File: config.mk
export PLATFORM = sky130hd
export DESIGN_NAME = pic_pair
export DESIGN_NICKNAME = d
export VERILOG_FILES = /design/src/rtl/pic_pkg.sv /design/src/rtl/pic_prio.sv /design/src/rtl/pic_port_decode.sv /design/src/rtl/pic_core.sv /design/src/rtl/pic_pair.sv
export SDC_FILE = /design/constraint.sdc
export NUM_CORES = 1
export LEC_CHECK = 0
export ABC_CLOCK_PERIOD_IN_PS = 7800
export BUFFER_PORTS_ARGS = -buffer_cell sky130_fd_sc_hd__buf_2
export CAP_MARGIN = 10
export CORE_ASPECT_RATIO = 1.4
export CORE_MARGIN = 1
export CORE_UTILIZATION = 32
export CTS_CLUSTER_SIZE = 30
export DETAILED_ROUTE_END_ITERATION = 12
export HOLD_SLACK_MARGIN = 0.03
export PLACE_DENSITY_LB_ADDON = 0.1
export SETUP_SLACK_MARGIN = 0.2
export SYNTH_ARGS = -nofsm -noshare
export SYNTH_HDL_FRONTEND = slang
export SYNTH_HIERARCHICAL = 1
export SYNTH_SLANG_ARGS = --single-unit
File: constraint.sdc
create_clock -name clk -period 7.8 [get_ports clk]
set_clock_uncertainty 0.15 [all_clocks]
set_input_delay 1.17 -clock clk [delete_from_list [all_inputs] [get_ports clk]]
set_output_delay 1.17 -clock clk [all_outputs]
set_load 0.1 [all_outputs]
File: src/rtl/pic_pkg.sv
package pic_pkg;
  localparam int unsigned LINES = 8;
  localparam int unsigned LVL_W = $clog2(LINES);

  // command byte fields
  localparam int unsigned B_INIT  = 4;
  localparam int unsigned B_OCW3  = 3;
  localparam int unsigned B_EOI   = 5;
  localparam int unsigned B_SPEC  = 6;
  localparam int unsigned B_ROT   = 7;
  localparam int unsigned B_SNGL  = 1;
  localparam int unsigned B_MODE  = 0;
  localparam int unsigned B_RDEN  = 1;
  localparam int unsigned B_RDISR = 0;

  typedef enum logic [1:0] {
    CFG_IDLE = 2'd0,
    CFG_BASE = 2'd1,
    CFG_CASC = 2'd2,
    CFG_MODE = 2'd3
  } cfg_state_e;

  typedef struct packed {
    logic cmd;
    logic dat;
  } core_wr_t;
endpackage

File: src/rtl/pic_prio.sv
module pic_prio #(
  parameter int unsigned N = 8,
  localparam int unsigned W = $clog2(N)
) (
  input  logic [N-1:0] vec_i,
  output logic         any_o,
  output logic [W-1:0] idx_o
);
  // lowest set index wins
  always_comb begin
    any_o = 1'b0;
    idx_o = '0;
    for (int i = N - 1; i >= 0; i--) begin
      if (vec_i[i]) begin
        any_o = 1'b1;
        idx_o = W'(i);
      end
    end
  end
endmodule

File: src/rtl/pic_port_decode.sv
module pic_port_decode
  import pic_pkg::*;
#(
  parameter logic [7:0] MASTER_BASE = 8'h20,
  parameter logic [7:0] SLAVE_BASE  = 8'hA0
) (
  input  logic       wr_i,
  input  logic       rd_i,
  input  logic [7:0] addr_i,
  input  logic [7:0] m_cmd_rd_i,
  input  logic [7:0] m_dat_rd_i,
  input  logic [7:0] s_cmd_rd_i,
  input  logic [7:0] s_dat_rd_i,
  output core_wr_t   m_wr_o,
  output core_wr_t   s_wr_o,
  output logic [7:0] rdata_o
);
  logic m_hit, s_hit, odd;

  assign m_hit = (addr_i[7:1] == MASTER_BASE[7:1]);
  assign s_hit = (addr_i[7:1] == SLAVE_BASE[7:1]);
  assign odd   = addr_i[0];

  assign m_wr_o.cmd = wr_i & m_hit & ~odd;
  assign m_wr_o.dat = wr_i & m_hit &  odd;
  assign s_wr_o.cmd = wr_i & s_hit & ~odd;
  assign s_wr_o.dat = wr_i & s_hit &  odd;

  always_comb begin
    rdata_o = 8'h00;
    if (rd_i) begin
      if (m_hit)      rdata_o = odd ? m_dat_rd_i : m_cmd_rd_i;
      else if (s_hit) rdata_o = odd ? s_dat_rd_i : s_cmd_rd_i;
    end
  end
endmodule

File: src/rtl/pic_core.sv
module pic_core
  import pic_pkg::*;
#(
  parameter bit IS_MASTER = 1'b1
) (
  input  logic             clk,
  input  logic             rst_n,
  input  logic [LINES-1:0] req_i,
  input  core_wr_t         wr_i,
  input  logic [7:0]       wdata_i,
  input  logic             inta_i,
  input  logic [LVL_W-1:0] cas_i,
  input  logic             cas_en_i,
  output logic [LVL_W-1:0] cas_o,
  output logic             cas_en_o,
  output logic             int_o,
  output logic [7:0]       cmd_rd_o,
  output logic [7:0]       dat_rd_o,
  output logic [LINES-1:0] irr_o,
  output logic [LINES-1:0] isr_o,
  output logic [7:0]       vec_o,
  output logic             vec_vld_o
);
  // state
  logic [LINES-1:0] req_q, irr_q, isr_q, imr_q;
  logic [LINES-1:0] irr_n, isr_n, imr_n;
  logic [7:LVL_W]   base_q, base_n;
  logic [7:0]       link_q, link_n;
  cfg_state_e       cfg_q, cfg_n;
  logic             sngl_q, sngl_n, mode_q, mode_n;
  logic             rd_isr_q, rd_isr_n;
  logic             phase_q, phase_n;
  logic             sel_q, sel_n;
  logic [LVL_W-1:0] lvl_q, lvl_n;
  logic [7:0]       vec_q, vec_n;
  logic             vld_q, vld_n;
  logic             cfg_en;

  // resolution
  logic [LINES-1:0] rise, pend, allow, elig, clr;
  logic             isr_any, elig_any;
  logic [LVL_W-1:0] isr_top, elig_lvl;
  logic             ack1, ack2, respond, via_link, id_match, drive;

  assign rise = req_i & ~req_q;
  assign pend = irr_q & ~imr_q;

  pic_prio #(.N(LINES)) u_isr_prio (.vec_i(isr_q), .any_o(isr_any), .idx_o(isr_top));

  assign allow = isr_any ? ((LINES'(1) << isr_top) - LINES'(1)) : '1;
  assign elig  = pend & allow;

  pic_prio #(.N(LINES)) u_req_prio (.vec_i(elig), .any_o(elig_any), .idx_o(elig_lvl));

  assign ack1 = inta_i & ~phase_q;
  assign ack2 = inta_i &  phase_q;

  // role: the primary always answers the first pulse; the secondary only on an identity match
  assign id_match = cas_en_i & (cas_i == link_q[LVL_W-1:0]);
  assign via_link = IS_MASTER & elig_any & link_q[elig_lvl];
  assign respond  = IS_MASTER ? ack1 : (ack1 & id_match);
  assign drive    = ~via_link;

  assign cas_o    = via_link ? elig_lvl : '0;
  assign cas_en_o = ack1 & via_link;

  assign clr = (respond & elig_any) ? (LINES'(1) << elig_lvl) : '0;

  // next state
  always_comb begin
    irr_n    = (irr_q & ~clr) | rise;
    isr_n    = isr_q | clr;
    imr_n    = imr_q;
    base_n   = base_q;
    link_n   = link_q;
    cfg_n    = cfg_q;
    sngl_n   = sngl_q;
    mode_n   = mode_q;
    rd_isr_n = rd_isr_q;
    phase_n  = inta_i ? ~phase_q : phase_q;
    sel_n    = sel_q;
    lvl_n    = lvl_q;
    vec_n    = vec_q;
    vld_n    = 1'b0;

    if (ack1) begin
      sel_n = respond & drive;
      lvl_n = elig_any ? elig_lvl : LVL_W'(LINES - 1);
    end
    if (ack2) begin
      sel_n = 1'b0;
      if (sel_q) begin
        vld_n = 1'b1;
        vec_n = {base_q, lvl_q};
      end
    end

    if (wr_i.cmd) begin
      if (wdata_i[B_INIT]) begin
        cfg_n    = CFG_BASE;
        sngl_n   = wdata_i[B_SNGL];
        mode_n   = wdata_i[B_MODE];
        imr_n    = '0;
        isr_n    = '0;
        irr_n    = '0;
        rd_isr_n = 1'b0;
        phase_n  = 1'b0;
        sel_n    = 1'b0;
      end else if (wdata_i[B_OCW3]) begin
        if (wdata_i[B_RDEN]) rd_isr_n = wdata_i[B_RDISR];
      end else if (wdata_i[B_EOI] && !wdata_i[B_ROT]) begin
        if (wdata_i[B_SPEC])  isr_n[wdata_i[LVL_W-1:0]] = 1'b0;
        else if (isr_any)     isr_n[isr_top] = 1'b0;
      end
    end else if (wr_i.dat) begin
      unique case (cfg_q)
        CFG_IDLE: imr_n = wdata_i;
        CFG_BASE: begin
          base_n = wdata_i[7:LVL_W];
          cfg_n  = !sngl_q ? CFG_CASC : (mode_q ? CFG_MODE : CFG_IDLE);
        end
        CFG_CASC: begin
          link_n = wdata_i;
          cfg_n  = mode_q ? CFG_MODE : CFG_IDLE;
        end
        CFG_MODE: cfg_n = CFG_IDLE;
        default:  cfg_n = CFG_IDLE;
      endcase
    end
  end

  assign cfg_en = wr_i.cmd | wr_i.dat;

  // registers: request tracking and acknowledge
  always_ff @(posedge clk or negedge rst_n) begin
    if (!rst_n) begin
      req_q   <= '0;
      irr_q   <= '0;
      isr_q   <= '0;
      phase_q <= 1'b0;
      sel_q   <= 1'b0;
      lvl_q   <= '0;
      vec_q   <= '0;
      vld_q   <= 1'b0;
    end else begin
      req_q   <= req_i;
      irr_q   <= irr_n;
      isr_q   <= isr_n;
      phase_q <= phase_n;
      sel_q   <= sel_n;
      lvl_q   <= lvl_n;
      vec_q   <= vec_n;
      vld_q   <= vld_n;
    end
  end

  // registers: programming state, enabled by bus writes only
  always_ff @(posedge clk or negedge rst_n) begin
    if (!rst_n) begin
      imr_q    <= '1;
      base_q   <= '0;
      link_q   <= '0;
      cfg_q    <= CFG_IDLE;
      sngl_q   <= 1'b0;
      mode_q   <= 1'b0;
      rd_isr_q <= 1'b0;
    end else if (cfg_en) begin
      imr_q    <= imr_n;
      base_q   <= base_n;
      link_q   <= link_n;
      cfg_q    <= cfg_n;
      sngl_q   <= sngl_n;
      mode_q   <= mode_n;
      rd_isr_q <= rd_isr_n;
    end
  end

  assign int_o     = (cfg_q == CFG_IDLE) & elig_any;
  assign cmd_rd_o  = rd_isr_q ? isr_q : irr_q;
  assign dat_rd_o  = imr_q;
  assign irr_o     = irr_q;
  assign isr_o     = isr_q;
  assign vec_o     = vec_q;
  assign vec_vld_o = vld_q;
endmodule

File: src/rtl/pic_pair.sv
module pic_pair
  import pic_pkg::*;
#(
  parameter logic [7:0]  MASTER_BASE = 8'h20,
  parameter logic [7:0]  SLAVE_BASE  = 8'hA0,
  parameter int unsigned LINK_INPUT  = 2
) (
  input  logic        clk,
  input  logic        rst_n,
  input  logic [15:0] irq_i,
  input  logic        wr_i,
  input  logic        rd_i,
  input  logic [7:0]  addr_i,
  input  logic [7:0]  wdata_i,
  output logic [7:0]  rdata_o,
  input  logic        inta_i,
  output logic        int_o,
  output logic [2:0]  cas_o,
  output logic [7:0]  vec_o,
  output logic        vec_vld_o
);
  localparam logic [LINES-1:0] LINK_MASK = LINES'(1) << LINK_INPUT;

  logic [1:0]       rst_pipe_q;
  logic             rst_sync_n;
  core_wr_t         m_wr, s_wr;
  logic [7:0]       m_cmd_rd, m_dat_rd, s_cmd_rd, s_dat_rd;
  logic [LINES-1:0] m_req, m_irr, m_isr, s_irr, s_isr;
  logic             s_int, m_int;
  logic [LVL_W-1:0] m_cas, s_cas_unused;
  logic             m_cas_en, s_cas_en_unused;
  logic [7:0]       m_vec, s_vec;
  logic             m_vld, s_vld;

  // asynchronous assert, synchronous release
  always_ff @(posedge clk or negedge rst_n) begin
    if (!rst_n) rst_pipe_q <= 2'b00;
    else        rst_pipe_q <= {rst_pipe_q[0], 1'b1};
  end
  assign rst_sync_n = rst_pipe_q[1];

  pic_port_decode #(.MASTER_BASE(MASTER_BASE), .SLAVE_BASE(SLAVE_BASE)) u_decode (
    .wr_i(wr_i), .rd_i(rd_i), .addr_i(addr_i),
    .m_cmd_rd_i(m_cmd_rd), .m_dat_rd_i(m_dat_rd),
    .s_cmd_rd_i(s_cmd_rd), .s_dat_rd_i(s_dat_rd),
    .m_wr_o(m_wr), .s_wr_o(s_wr), .rdata_o(rdata_o)
  );

  assign m_req = (irq_i[7:0] & ~LINK_MASK) | ({LINES{s_int}} & LINK_MASK);

  pic_core #(.IS_MASTER(1'b1)) u_master (
    .clk(clk), .rst_n(rst_sync_n), .req_i(m_req), .wr_i(m_wr), .wdata_i(wdata_i),
    .inta_i(inta_i), .cas_i('0), .cas_en_i(1'b0),
    .cas_o(m_cas), .cas_en_o(m_cas_en), .int_o(m_int),
    .cmd_rd_o(m_cmd_rd), .dat_rd_o(m_dat_rd), .irr_o(m_irr), .isr_o(m_isr),
    .vec_o(m_vec), .vec_vld_o(m_vld)
  );

  pic_core #(.IS_MASTER(1'b0)) u_slave (
    .clk(clk), .rst_n(rst_sync_n), .req_i(irq_i[15:8]), .wr_i(s_wr), .wdata_i(wdata_i),
    .inta_i(inta_i), .cas_i(m_cas), .cas_en_i(m_cas_en),
    .cas_o(s_cas_unused), .cas_en_o(s_cas_en_unused), .int_o(s_int),
    .cmd_rd_o(s_cmd_rd), .dat_rd_o(s_dat_rd), .irr_o(s_irr), .isr_o(s_isr),
    .vec_o(s_vec), .vec_vld_o(s_vld)
  );

  assign int_o     = m_int;
  assign cas_o     = m_cas_en ? m_cas : 3'd0;
  assign vec_vld_o = m_vld | s_vld;
  assign vec_o     = m_vld ? m_vec : (s_vld ? s_vec : 8'h00);
endmodule

# [Yosys cells after proc, flatten, opt, wreduce, memory -nomap -nowiden]
# Index checks and enable logic that the tools add are counted.
[word_totals] reg_bits=125 inputBits=37 out_inout_bits=21 elab_cells=282
[classes] n_addsub=2 order_cmp=7 eq_ne=11 n_shift=4 n_mux=144 n_bitwise=54 reduce_logical=29
[op_table] cell="two-way mux 8 bit" count=36
[op_table] cell="two-way mux 3 bit" count=36
[op_table] cell="bitwise AND 8 bit" count=12
[op_table] cell="NOT 8 bit" count=9
[op_table] cell="two-way mux 1 bit" count=57
[op_table] cell="AND reduction 4 bit" count=10
[op_table] cell="OR 8 bit" count=4
[op_table] cell="left shift 1 x 3 -> 8 bit, first input constant" count=4
[op_table] cell="bitwise AND 1 bit" count=19
[op_table] cell="two-way mux 2 bit" count=9
[op_table] cell="< comparator 3 x 4 -> 1 bit, second input constant" count=4
[op_table] cell="subtractor 8 x 1 -> 8 bit, second input constant" count=2
[op_table] cell="one-hot mux 2 bit (3 select lines)" count=2
[op_table] cell="nonzero test 2 bit" count=6
[op_table] cell="demux 1 bit (select 3 bit)" count=3
[op_table] cell="greater-or-equal comparator 3 x 1 -> 1 bit, second input constant" count=3
[op_table] cell="equality test 2 bit, second input constant" count=4
[op_table] cell="OR 8 x 3 -> 8 bit" count=1
[op_table] cell="nonzero test 4 bit" count=2
[op_table] cell="equality test 7 x 5 -> 1 bit, second input constant" count=1
[op_table] cell="equality test 7 bit, second input constant" count=1
[op_table] cell="NOT 1 bit" count=6
[op_table] cell="AND reduction 3 bit" count=2
[op_table] cell="equality test 2 x 1 -> 1 bit, second input constant" count=2
[op_table] cell="8 further kinds" count=16

# [Longest topological paths before layout]
# Gate-level depths: netlist of run 1.
[depth] ltp_word=37 ltp_mapped=23 ltp_nobuf=21

# [Hierarchy]
# The synthesis of run 1 kept the hierarchy.
[modules_own_cells] module="pic_core (u_master)" instances=1 cells_per_inst=298 area_per_inst_um2=3150.5
[modules_own_cells] module="pic_core (u_slave)" instances=1 cells_per_inst=264 area_per_inst_um2=2825.2
[modules_own_cells] module="pic_port_decode" instances=1 cells_per_inst=31 area_per_inst_um2=365.4
[modules_own_cells] module="pic_prio" instances=4 cells_per_inst=13 area_per_inst_um2=80.1
[modules_own_cells] module="pic_pair" instances=1 cells_per_inst=21 area_per_inst_um2=188.9

# [Worst setup path after synthesis of run 1]
# No wires, ideal clock.
[synth_timing] path_kind="flip-flop to output port" startpoint="register u_master.isr_q[5] (netlist: u_master/isr_o[5])" endpoint="output cas_o[0]" arrival_ps=4128 t_required_ps=6480 setup_slack_ps=2352 path_stages_with_launch=14 n_path_buf=1 path_cell_list="dfrtp_1 nor4_1 nor2b_1 buf_4 or3_1 ha_1 o311a_1 nor3b_1 o21ai_0 a211oi_1 inv_1 a31oi_1 and3_1 and2_1"
[synth_between] elab_cells_between_ends=38
[synth_lines] element="start, declared" line="pic_core.sv:25" rtl="logic [LINES-1:0] req_q, irr_q, isr_q, imr_q;"
[synth_lines] element="start signal, assigned" line="pic_core.sv:148" rtl="isr_q <= isr_n;"
[synth_lines] element="two-way mux 3 bit (6 in a row)" line="pic_prio.sv:14" rtl="if (vec_i[i]) begin"
[synth_lines] element="net u_master.isr_top[2]" line="pic_core.sv:42" rtl="logic [LVL_W-1:0] isr_top, elig_lvl;"
[synth_lines] element="left shift 1 x 3 -> 8 bit" line="pic_core.sv:50" rtl="assign allow = isr_any ? ((LINES'(1) << isr_top) - LINES'(1)) : '1;"
[synth_lines] element="subtractor 8 x 1 -> 8 bit" line="pic_core.sv:50"
[synth_lines] element="two-way mux 8 bit" line="pic_core.sv:50"
[synth_lines] element="bitwise AND 8 bit" line="pic_core.sv:51" rtl="assign elig = pend & allow;"
[synth_lines] element="net u_master.elig[6]" line="pic_core.sv:40" rtl="logic [LINES-1:0] rise, pend, allow, elig, clr;"
[synth_lines] element="two-way mux 3 bit (7 in a row)" line="pic_prio.sv:14"
[synth_lines] element="net u_master.elig_lvl[1]" line="pic_core.sv:42"
[synth_lines] element="binary-select mux 1 bit (select 3 bit)" line="pic_core.sv:60" rtl="assign via_link = IS_MASTER & elig_any & link_q[elig_lvl];"
[synth_lines] element="two-way mux 1 bit (implied by the code)" line="pic_core.sv:60"
[synth_lines] element="bitwise AND 1 bit" line="pic_core.sv:60"
[synth_lines] element="bitwise AND 1 bit" line="pic_core.sv:65" rtl="assign cas_en_o = ack1 & via_link;"
[synth_lines] element="net m_cas_en" line="pic_pair.sv:31" rtl="logic m_cas_en, s_cas_en_unused;"
[synth_lines] element="two-way mux 3 bit" line="pic_pair.sv:68" rtl="assign cas_o = m_cas_en ? m_cas : 3'd0;"
[synth_lines] element="end, declared" line="pic_pair.sv:18" rtl="output logic [2:0] cas_o,"
# The timed path passes the listed nets, and every way through them passes these cells. The select of a mux whose other input is x is not followed.

# [Final worst setup path of run 1]
[layout_timing] startpoint="register u_master.isr_q[2] (netlist: u_master/isr_o[2])" endpoint="output cas_o[1]"
[layout_between] elab_cells_between_ends=32
[layout_lines] element="two-way mux 3 bit * (3 in a row)" line="pic_prio.sv:14"
[layout_lines] element="net u_master.isr_top[2]" line="pic_core.sv:42"
[layout_lines] element="left shift 1 x 3 -> 8 bit *" line="pic_core.sv:50"
[layout_lines] element="subtractor 8 x 1 -> 8 bit *" line="pic_core.sv:50"
[layout_lines] element="two-way mux 8 bit *" line="pic_core.sv:50"
[layout_lines] element="bitwise AND 8 bit *" line="pic_core.sv:51"
[layout_lines] element="net u_master.elig[6]" line="pic_core.sv:40"
[layout_lines] element="two-way mux 3 bit * (7 in a row)" line="pic_prio.sv:14"
[layout_lines] element="net u_master.elig_lvl[1]" line="pic_core.sv:42"
[layout_lines] element="binary-select mux 1 bit (select 3 bit)" line="pic_core.sv:60"
[layout_lines] element="two-way mux 1 bit (implied by the code)" line="pic_core.sv:60"
[layout_lines] element="bitwise AND 1 bit" line="pic_core.sv:60"
[layout_lines] element="two-way mux 3 bit *" line="pic_core.sv:64" rtl="assign cas_o = via_link ? elig_lvl : '0;"
[layout_lines] element="net m_cas[1]" line="pic_pair.sv:30" rtl="logic [LVL_W-1:0] m_cas, s_cas_unused;"
[layout_lines] element="two-way mux 3 bit *" line="pic_pair.sv:68"
# Mark *: on every way through the listed nets, which the timed path passes. The rest lies on a longest branch. The select of a mux whose other input is x is not followed.

==> results of run 1 <==
power breakdown:
part | switching [mW] | total, mW | internal (mW)
Sequential | 0.0805 | 0.806 | 0.726
Combinational | 0.566 | 0.850 | 0.285
Clock | 0.336 | 0.818 | 0.482
per-stage QoR:
stage / hold slack [ps] / area [um^2]
4_1_cts: 200 / 7920
3_3_place_gp: 192 / 7320
2_1_floorplan: 181 / 6810
3_5_place_dp: 185 / 7320
6_report: 198 / 7920
5_1_grt: 219 / 7920
layout make-up:
class,count,area share
multi-input cells,478,0.430
flip-flops and latches,125,0.398
clock buffers,17,0.0537
repair buffers,63,0.0420
well taps,256,0.0404
clock inverters,15,0.0224
inverters,29,0.0137
final timing paths:
check	startpoint	end	slack, ps	cells past startpoint
max	u_master/isr_o[2]	cas_o[1]	1040	14
min	rst_pipe_q[0]	rst_pipe_q[1]	200	0
max reg2reg	u_master/isr_o[2]	u_slave/isr_o[6]	1660	18
min reg2reg	rst_pipe_q[0]	rst_pipe_q[1]	200	0
max in group asynchronous	rst_pipe_q[1]	u_master/req_q[0]	5890	1
min in group asynchronous	rst_pipe_q[1]	u_slave/req_q[7]	240	0
worst reg2reg max path, cell delays in order (launching register included):
cell and delay (ps):
dfrtp_1 460, nor4_2 340, nor2b_1 530, nor2_1 220
nand2_1 120, ha_1 280, o21ai_0 130, o311a_1 160
nor3b_1 320, o21ai_0 170, a211oi_1 770, inv_1 250
a2111oi_4 290, a221oi_2 80, and3_1 270, xor2_1 140
or4_1 750, nor3_2 390, o221a_1 240
per-layer routing:
layer,up-vias,wire length [um]
met3,32,578
met2,137,10600
met1,2683,8790
li1,2506,-
met4,0,529
met5,-,0
placed cells by master (no fill, tap or decap), drive strengths merged, types with 16 or more instances in the layout:
master / count
dfstp: 16
clkbuf: 17
nor3: 16
buf: 63
nor2: 36
o21ai: 39
dfrtp: 109
mux2: 48
nand2: 80
a21oi: 28
nor2b: 19
inv: 37
nand2b: 24
nand3: 21
state kept, by name (all words and copies together), names as in the netlist, 5 cells and up:
name and cells:
u_master/irr_o 8, u_slave/vec_o 8, u_master/link_q 8, u_slave/req_q 8, u_slave/isr_o 8, u_master/vec_o 8
u_slave/base_q 5, u_slave/irr_o 8, u_master/dat_rd_o 8, u_master/req_q 8, u_slave/dat_rd_o 8, u_master/base_q 5
u_master/isr_o 8
==> run metrics, run 1 <==
outcome=completed; final antenna-violating net count=0; Routed wire per std cell=20.9 um; synth warn=6; PD cells=312 nW/um^2; syn nets=710; die footprint=21900 um^2; fin cells=983; Initial DRC Count=252; CP bufs+invs=1; filler instances=2001; Mapped Area=6810 um^2; ANT cells=0; Layout Nets=764; MaxCap Viol Count=0; hpwl dp=14.8 mm; Final Power=2.47 mW; Clk pin slew, worst setup/hold paths=60 ps; Row Count=62; Crit Path Max Fanout=10; CTS Hold Bufs=0; endpoints failing setup=0; Setup crit end kind=output pin; CTS buffer count=17; Worst path top cell family by delay=simple AND/OR/NAND/NOR gates; FF+latch area=3150 um^2; Worst-Margin Slew=1160 ps; clk_lat worst skew=430 ps; CTS tree=built; Worst slew margin=0.227; CP Launch Type=flip-flop; Die X=125 um; f_max=148 MHz; slowest stage delay, CP=770 ps; met3 GRT Util=0.0303; routed vias/inst=5.45; area of the multi-input gates=3400 um^2; kind of critical path=reg2out; Post-Route WL=20.5 mm; Clock Tree Buf Depth=2; final core utilization=0.382; max-slew violations=0; number of global-route vias before repair=5504; final worst-path cycle share=0.866; drt first pass iters=6; aggregate global routing overflow=0; Routability Congestion=0.888; Worst Path Required=6480 ps; Post-CTS Setup Bufs=0; DR vias=5358; maximum VDD drop=144 uV; Root Driver=clkbuf_16; Arr. time, crit path=5440 ps; Post-CTS Resized=0; Gate Count Post-Synth=660; endpoints failing hold=0; CP cell instances=nor4_2 > nor2b_1 > nor2_1 > nand2_1 > ha_1 > o21ai_0 > o311a_1 > nor3b_1 > o21ai_0 > a211oi_1 > nand2_1 > nor3_1 > and2_1 > buf_2; RSZ-0062 raised after global routing=no; Worst Setup Slack, final=1040 ps; layout cell share with drive strength beyond 1=0.263; average size of a mapped cell=10.3 um^2; GR Util met2=0.344; Most Crowded Layer GR=met2; IO buf count=56; first-pass GRT wire length=32.0 mm; Starting Density=0.329; largest net degree at the start of global routing=66; Total GRT Usage=0.196; Setup Total Neg Slack=0 ps; CP max-delay cell=a211oi_1; H-tree levels=4; HP Class=reg2reg; Lkg Pwr=3.55 nW; pre-CTS setup slack=1530 ps; core area=20700 um^2; Layout area overhead=16.3%; Final Critical Period=6760 ps; antenna violations before repair=0; IO Pins=58; Clock Sinks=125; drt drc=0; GRT met1 Usage=0.235; Die H=175 um; placed cells=951
Note: power is estimated with default switching activity, not from simulation.
==> run 2: changes to the inputs <==
--- a/config.mk
+++ b/config.mk
@@ -5,7 +5,7 @@
 export SDC_FILE = /design/constraint.sdc
 export NUM_CORES = 1
 export LEC_CHECK = 0
-export ABC_CLOCK_PERIOD_IN_PS = 7800
+export ABC_CLOCK_PERIOD_IN_PS = 6100
 export BUFFER_PORTS_ARGS = -buffer_cell sky130_fd_sc_hd__buf_2
 export CAP_MARGIN = 10
 export CORE_ASPECT_RATIO = 1.4
==> constraint.sdc (replaced) <==
create_clock -name clk -period 6.1 [get_ports clk]
set_clock_uncertainty 0.15 [all_clocks]
set_input_delay 0.915 -clock clk [delete_from_list [all_inputs] [get_ports clk]]
set_output_delay 0.915 -clock clk [all_outputs]
set_load 0.1 [all_outputs]
==> run metrics, run 2 (same netlist as run 1, synthesis figures left out) <==
Post-DP Area=7330 um^2 (+0.21%); kind of critical path=reg2out; drt first pass iters=9 (+3); Die H=175 um (unchanged); CTS Hold Bufs=0 (unchanged); reg-to-reg slack, setup=780 ps (-880 ps); Final Hold Slack=119 ps (-79.2 ps); Routability Congestion=0.904 (+1.8%); Worst slew margin=0.197 (-0.0307); GR Util met2=0.341 (-0.00279); Levels on crit path=16 (+2); Routed wire per std cell=20.7 um (-0.95%); Crit path top cell by count=buf_4; final antenna-violating net count=0 (unchanged); CP Launch Type=flip-flop; endpoints failing setup=0 (unchanged); CP Capture Point=cas_o[0]; drt drc=3 (+3); Setup crit end kind=output pin; Final Critical Period=5620 ps; CP bufs+invs=3 (+2); layout cell share with drive strength beyond 1=0.272 (+0.00888); Most Crowded Layer GR=met2; CP max-delay cell=dfrtp_1; maximum VDD drop=197 uV (+36%); Clk pin slew, worst setup/hold paths=60 ps (about the same); IO Pins=58 (unchanged); met3 GRT Util=0.0294 (-0.000919); H-tree levels=4 (unchanged); Initial DRC Count=296 (+17%); Worst Path Required=5030 ps (-1450 ps); IO buf count=56 (unchanged); Worst setup startpoint=u_master/isr_o[5]; PD cells=398 nW/um^2 (+27%); Clock Sinks=125 (unchanged); Worst path top cell family by delay=simple AND/OR/NAND/NOR gates; Total GRT Usage=0.195 (-0.00136); Final Power=3.17 mW (+28%); CTS tree=built; antenna violations before repair=0 (unchanged); Worst R2R Start=u_master/isr_o[5]; CP cell instances=nor4_2 > nor2b_4 > or3_1 > ha_1 > o311a_1 > nor3b_4 > inv_1 > a21oi_1 > o41ai_2 > buf_4 > nor2b_1 > a211oi_2 > a221oi_2 > and3_1 > and2_1 > buf_4; max-slew violations=0 (unchanged); Die X=125 um (unchanged); clk_lat worst skew=420 ps (about the same); final worst-path cycle share=0.922; die footprint=21900 um^2 (unchanged); endpoints failing hold=0 (unchanged); final core utilization=0.385 (+0.00254); Layout area overhead=17.0%; Clock Tree Buf Depth=2 (unchanged); violated checks=design-rule violations; f_max=178 MHz; Lkg Pwr=3.56 nW (+0.30%); GRT met1 Usage=0.234 (-0.000417); number of global-route vias before repair=5577 (+1.3%); Setup Total Neg Slack=0 ps (unchanged); Post-Route WL=20.4 mm (-0.74%); Post-CTS Setup Bufs=0 (unchanged); DR vias=5378 (+0.37%); Arr. time, crit path=4560 ps (-880 ps); RSZ-0062 raised after global routing=no; Root Driver=clkbuf_16; core area=20700 um^2 (unchanged); Layout Nets=766 (+0.26%); largest net degree at the start of global routing=66 (unchanged); aggregate global routing overflow=0 (unchanged); worst r2r dst=u_slave/isr_o[6]; Row Count=62 (unchanged); CTS buffer count=17 (unchanged); hpwl dp=15.0 mm (+0.88%); Starting Density=0.329 (unchanged); MaxCap Viol Count=0 (unchanged); outcome=finished, violations left; Final Instance Area=7970 um^2 (+0.66%); first-pass GRT wire length=32.1 mm (+0.24%); Crit Path Max Fanout=12 (+2); most common cell after layout, fill and taps aside=dfrtp_1; Worst-Margin Slew=1200 ps (+41.6 ps); routed vias/inst=5.46 (+0.17%); HP Class=in2async; slowest stage delay, CP=440 ps (-330 ps); ANT cells=0 (unchanged); most frequent cells in the layout=dfrtp_1 (108), nand2_1 (79), buf_2 (53); worst-case reg-to-reg path depth=18 (unchanged)
==> run 2: cell count changes in the layout (fill, tap and decap cells not counted), moves of 2 or more <==
cell	before	now
buf_4	7	12
clkinv_4	1	3
buf_2	56	53
inv_6	7	5
==> run 2: through the flow <==
step / worst slack (ps) / cells
floorplan: 907 / 660
global route: 212 / 985
CTS: 321 / 985
finish: 478 / 985
global placement: 430 / 953
detailed placement: 412 / 953
==> run 2: power breakdown <==
group / switching, mW / internal (mW)
sequential: 0.102 / 0.928
clock: 0.420 / 0.615
combinational: 0.715 / 0.391
total: 1.24 / 1.93
==> run 2: routing by layer <==
metal,vias up,wire [um],share of wire
li1,2524,-,-
met1,2696,8740,0.43
met2,129,10400,0.51
met3,29,639,0.031
met4,0,631,0.031
met5,-,0,0
==> run 2: repair_timing <==
item / in CTS / in global routing
endpoints found under the setup margin: 3 / 3
pin swaps: 0 / 0
gates resized for setup: 5 / 5
hold endpoints to repair: 0 / 0
==> run 2: worst reg2reg max path, cell delays in order, from the launching register on <==
cell and delay [ps]:
dfrtp_1 440, nor4_2 430, nor2b_4 120, or3_1 360
ha_1 270, o311a_1 390, nor3b_4 290, inv_1 70
a21oi_1 180, o41ai_2 80, buf_4 220, nor2b_1 160
a211oi_2 90, a221oi_2 330, and3_1 240, xor2_1 70
or4_1 750, nor3_2 380, o221a_1 240
==> run 2: worst min-delay path by stage <==
stage	cells after the start	slack [ps]	to
5_1_grt	1	100	rst_pipe_q[1]
3_5_place_dp	0	190	rst_pipe_q[1]
3_3_place_gp	0	190	rst_pipe_q[1]
2_1_floorplan	0	180	rst_pipe_q[1]
6_report	1	120	rst_pipe_q[1]
4_1_cts	1	100	rst_pipe_q[1]
==> run 2: final cells by class <==
type                    instances  area, um^2
well taps                     256         320
clock buffers                  17         425
inverters                      29         109
multi-input cells             478        3440
clock inverters                15         175
fillers                      2022       12700
flip-flops and latches        125        3150
repair buffers                 65         355
==> run 3: changes to the inputs <==
--- a/config.mk
+++ b/config.mk
@@ -7,8 +7,7 @@
 export LEC_CHECK = 0
 export ABC_CLOCK_PERIOD_IN_PS = 6100
 export BUFFER_PORTS_ARGS = -buffer_cell sky130_fd_sc_hd__buf_2
-export CAP_MARGIN = 10
-export CORE_ASPECT_RATIO = 1.4
+export CORE_ASPECT_RATIO = 1.25
 export CORE_MARGIN = 1
 export CORE_UTILIZATION = 32
 export CTS_CLUSTER_SIZE = 30
==> run metrics, run 3 (same netlist as run 1, synthesis figures left out) <==
part of the power in registers=0.320 (-0.005); first-pass GRT wire length=30.8 mm (-3.8%); Worst Setup Slack, final=532 ps (+54.2 ps); Root Driver=clkbuf_16; IO buf count=56 (unchanged); Post-Route WL=19.6 mm (-3.6%); H-tree levels=4 (unchanged); routed vias/inst=5.33 (-2.4%); Lkg Pwr=3.57 nW (+0.47%); hpwl dp=14.2 mm (-4.9%); Setup crit end kind=output pin; switching share of power=0.388 (-0.00217); f_max=180 MHz (+0.97%); Final Power=3.22 mW (+1.7%); HP Class=in2async; Die H=165 um (-5.4%); CP cell instances=nor2b_1 > o21bai_1 > o41ai_1 > buf_4 > or3_1 > ha_1 > o311a_1 > nor3b_2 > inv_1 > a21oi_1 > o41ai_2 > buf_4 > nor2b_1 > a211oi_2 > a221oi_2 > and3_1 > and2_1 > buf_4; CP Launch Type=flip-flop; die footprint=21900 um^2 (about the same); RSZ-0062 raised after global routing=no; Initial DRC Count=378 (+28%); CTS tree=built; CTS buffer count=17 (unchanged); logic gate share of total power=0.350 (about the same); Worst Path Required=5030 ps (about the same); max-slew violations=0 (unchanged); pre-CTS setup slack=543 ps (+131 ps); aggregate global routing overflow=0 (unchanged); fin cells=1004 (+1.9%); largest net degree at the start of global routing=65 (-1.5%); Total GRT Usage=0.189 (-0.00572); Arr. time, crit path=4500 ps (-60 ps); IO Pins=58 (unchanged); final antenna-violating net count=0 (unchanged); endpoints failing hold=0 (unchanged); Worst setup startpoint=u_master/isr_o[3]; Clock Tree Buf Depth=2 (unchanged); endpoints failing setup=0 (unchanged); kind of critical path=reg2out; final core utilization=0.385 (about the same); antenna violations before repair=0 (unchanged); Worst-Margin Slew=1220 ps (+22.3 ps); Clock Power Share=0.330 (+0.003); drt first pass iters=5 (-4); Row Count=59 (-4.8%); Routed wire per std cell=19.6 um (-5.5%); Layout Nets=767 (+0.13%); Setup Total Neg Slack=0 ps (unchanged); Starting Density=0.327 (-0.00166); CP max-delay cell=dfrtp_1; PD cells=402 nW/um^2 (+1.2%); Routability Congestion=0.925 (+2.2%); slowest stage delay, CP=440 ps (about the same); Worst slew margin=0.185 (-0.0120); Post-CTS Setup Bufs=0 (unchanged); outcome=completed; Worst R2R Start=u_master/isr_o[3]; Clock Sinks=125 (unchanged); Die X=133 um (+5.7%); worst r2r dst=u_slave/isr_o[6]; Net Sw Power=1.25 mW (+1.1%); most frequent cells in the layout=dfrtp_1 (108), nand2_1 (79), buf_2 (53); Final Critical Period=5570 ps (-54.2 ps); DR vias=5351 (-0.50%); placed cells=972 (+2.0%); core area=20800 um^2 (+0.51%); final worst-path cycle share=0.913 (-0.00889); maximum VDD drop=261 uV (+33%); Crit path top cell by count=buf_4; Internal Pwr Total=1.97 mW (+2.0%); ANT cells=0 (unchanged); clk_lat worst skew=430 ps (about the same); layout cell share with drive strength beyond 1=0.274 (+0.00237); most common cell after layout, fill and taps aside=dfrtp_1; Layout area overhead=17.6%; worst-case reg-to-reg path depth=21 (+3); Crit Path Max Fanout=12 (unchanged); number of global-route vias before repair=5562 (-0.27%); CP Capture Point=cas_o[0]; Clk pin slew, worst setup/hold paths=60 ps (about the same); drt drc=0 (-3); MaxCap Viol Count=0 (unchanged); reg-to-reg slack, setup=770 ps (about the same)
run 3: cell types whose count changed in the layout (fill, tap and decap cells not counted), sizes merged:
cell,delta
buf,+1
clkinv,+1
inv,-2
bufinv,+1
clkbuf,+1
clkinvlp,-1
run 3: cell type report:
type / instances / area, um^2
clock buffers: 18 / 429
clock inverters: 14 / 183
fillers: 2097 / 12800
inverters: 29 / 109
multi-input cells: 478 / 3430
flip-flops and latches: 125 / 3150
well taps: 274 / 343
repair buffers: 66 / 363
run 3: what timing repair did:
action | in CTS | in global routing
gates resized for setup | 4 | 6
pin swaps | 0 | 0
hold buffers | 0 | 0
hold endpoints to repair | 0 | 0
setup endpoints to repair | 3 | 10
run 3: stage by stage:
step | cell area (um^2) | hold WS [ps]
2_1_floorplan | 6810 | 181
3_3_place_gp | 7360 | 184
3_5_place_dp | 7360 | 187
4_1_cts | 7980 | 86.6
5_1_grt | 8010 | 91.5
6_report | 8010 | 106
run 3: how the worst min path moves through the flow:
stage / cells past startpoint / start / slack (ps) / to
floorplan: 0 / rst_pipe_q[0] / 180 / rst_pipe_q[1]
global placement: 0 / rst_pipe_q[0] / 180 / rst_pipe_q[1]
detailed placement: 0 / rst_pipe_q[0] / 190 / rst_pipe_q[1]
CTS: 1 / rst_n / 90 / rst_pipe_q[1]
global route: 1 / rst_n / 90 / rst_pipe_q[1]
finish: 1 / rst_n / 110 / rst_pipe_q[0]
run 3: power by group through the flow:
| stage | combinational (mW) | clock, mW | sequential (mW) |
|---|---|---|---|
| after global placement | 1.08 | 0 | 1.04 |
| after floorplan | 0.808 | 0 | 1.01 |
| after detailed placement | 1.09 | 0 | 1.05 |
| final | 1.13 | 1.07 | 1.03 |
| after global routing | 1.23 | 1.13 | 1.05 |
| after CTS | 1.10 | 1.10 | 1.03 |
run 3: routing by layer:
layer	global-route usage	part of all wire	routed length [um]
met1	0.226	0.44	8650
met2	0.331	0.50	9900
met3	0.0299	0.030	581
met4	0.0920	0.026	513
met5	0	0	0
run 3: worst max-delay path, delay by kind of cell, from the launching register on:
kind,cells,cell delay (ps)
AND/OR/NAND/NOR,6,1340
buffers and inverters,4,760
AO/OA/AOI/OAI,7,1250
flip-flops,1,440
adder cells (fa/ha/maj),1,270
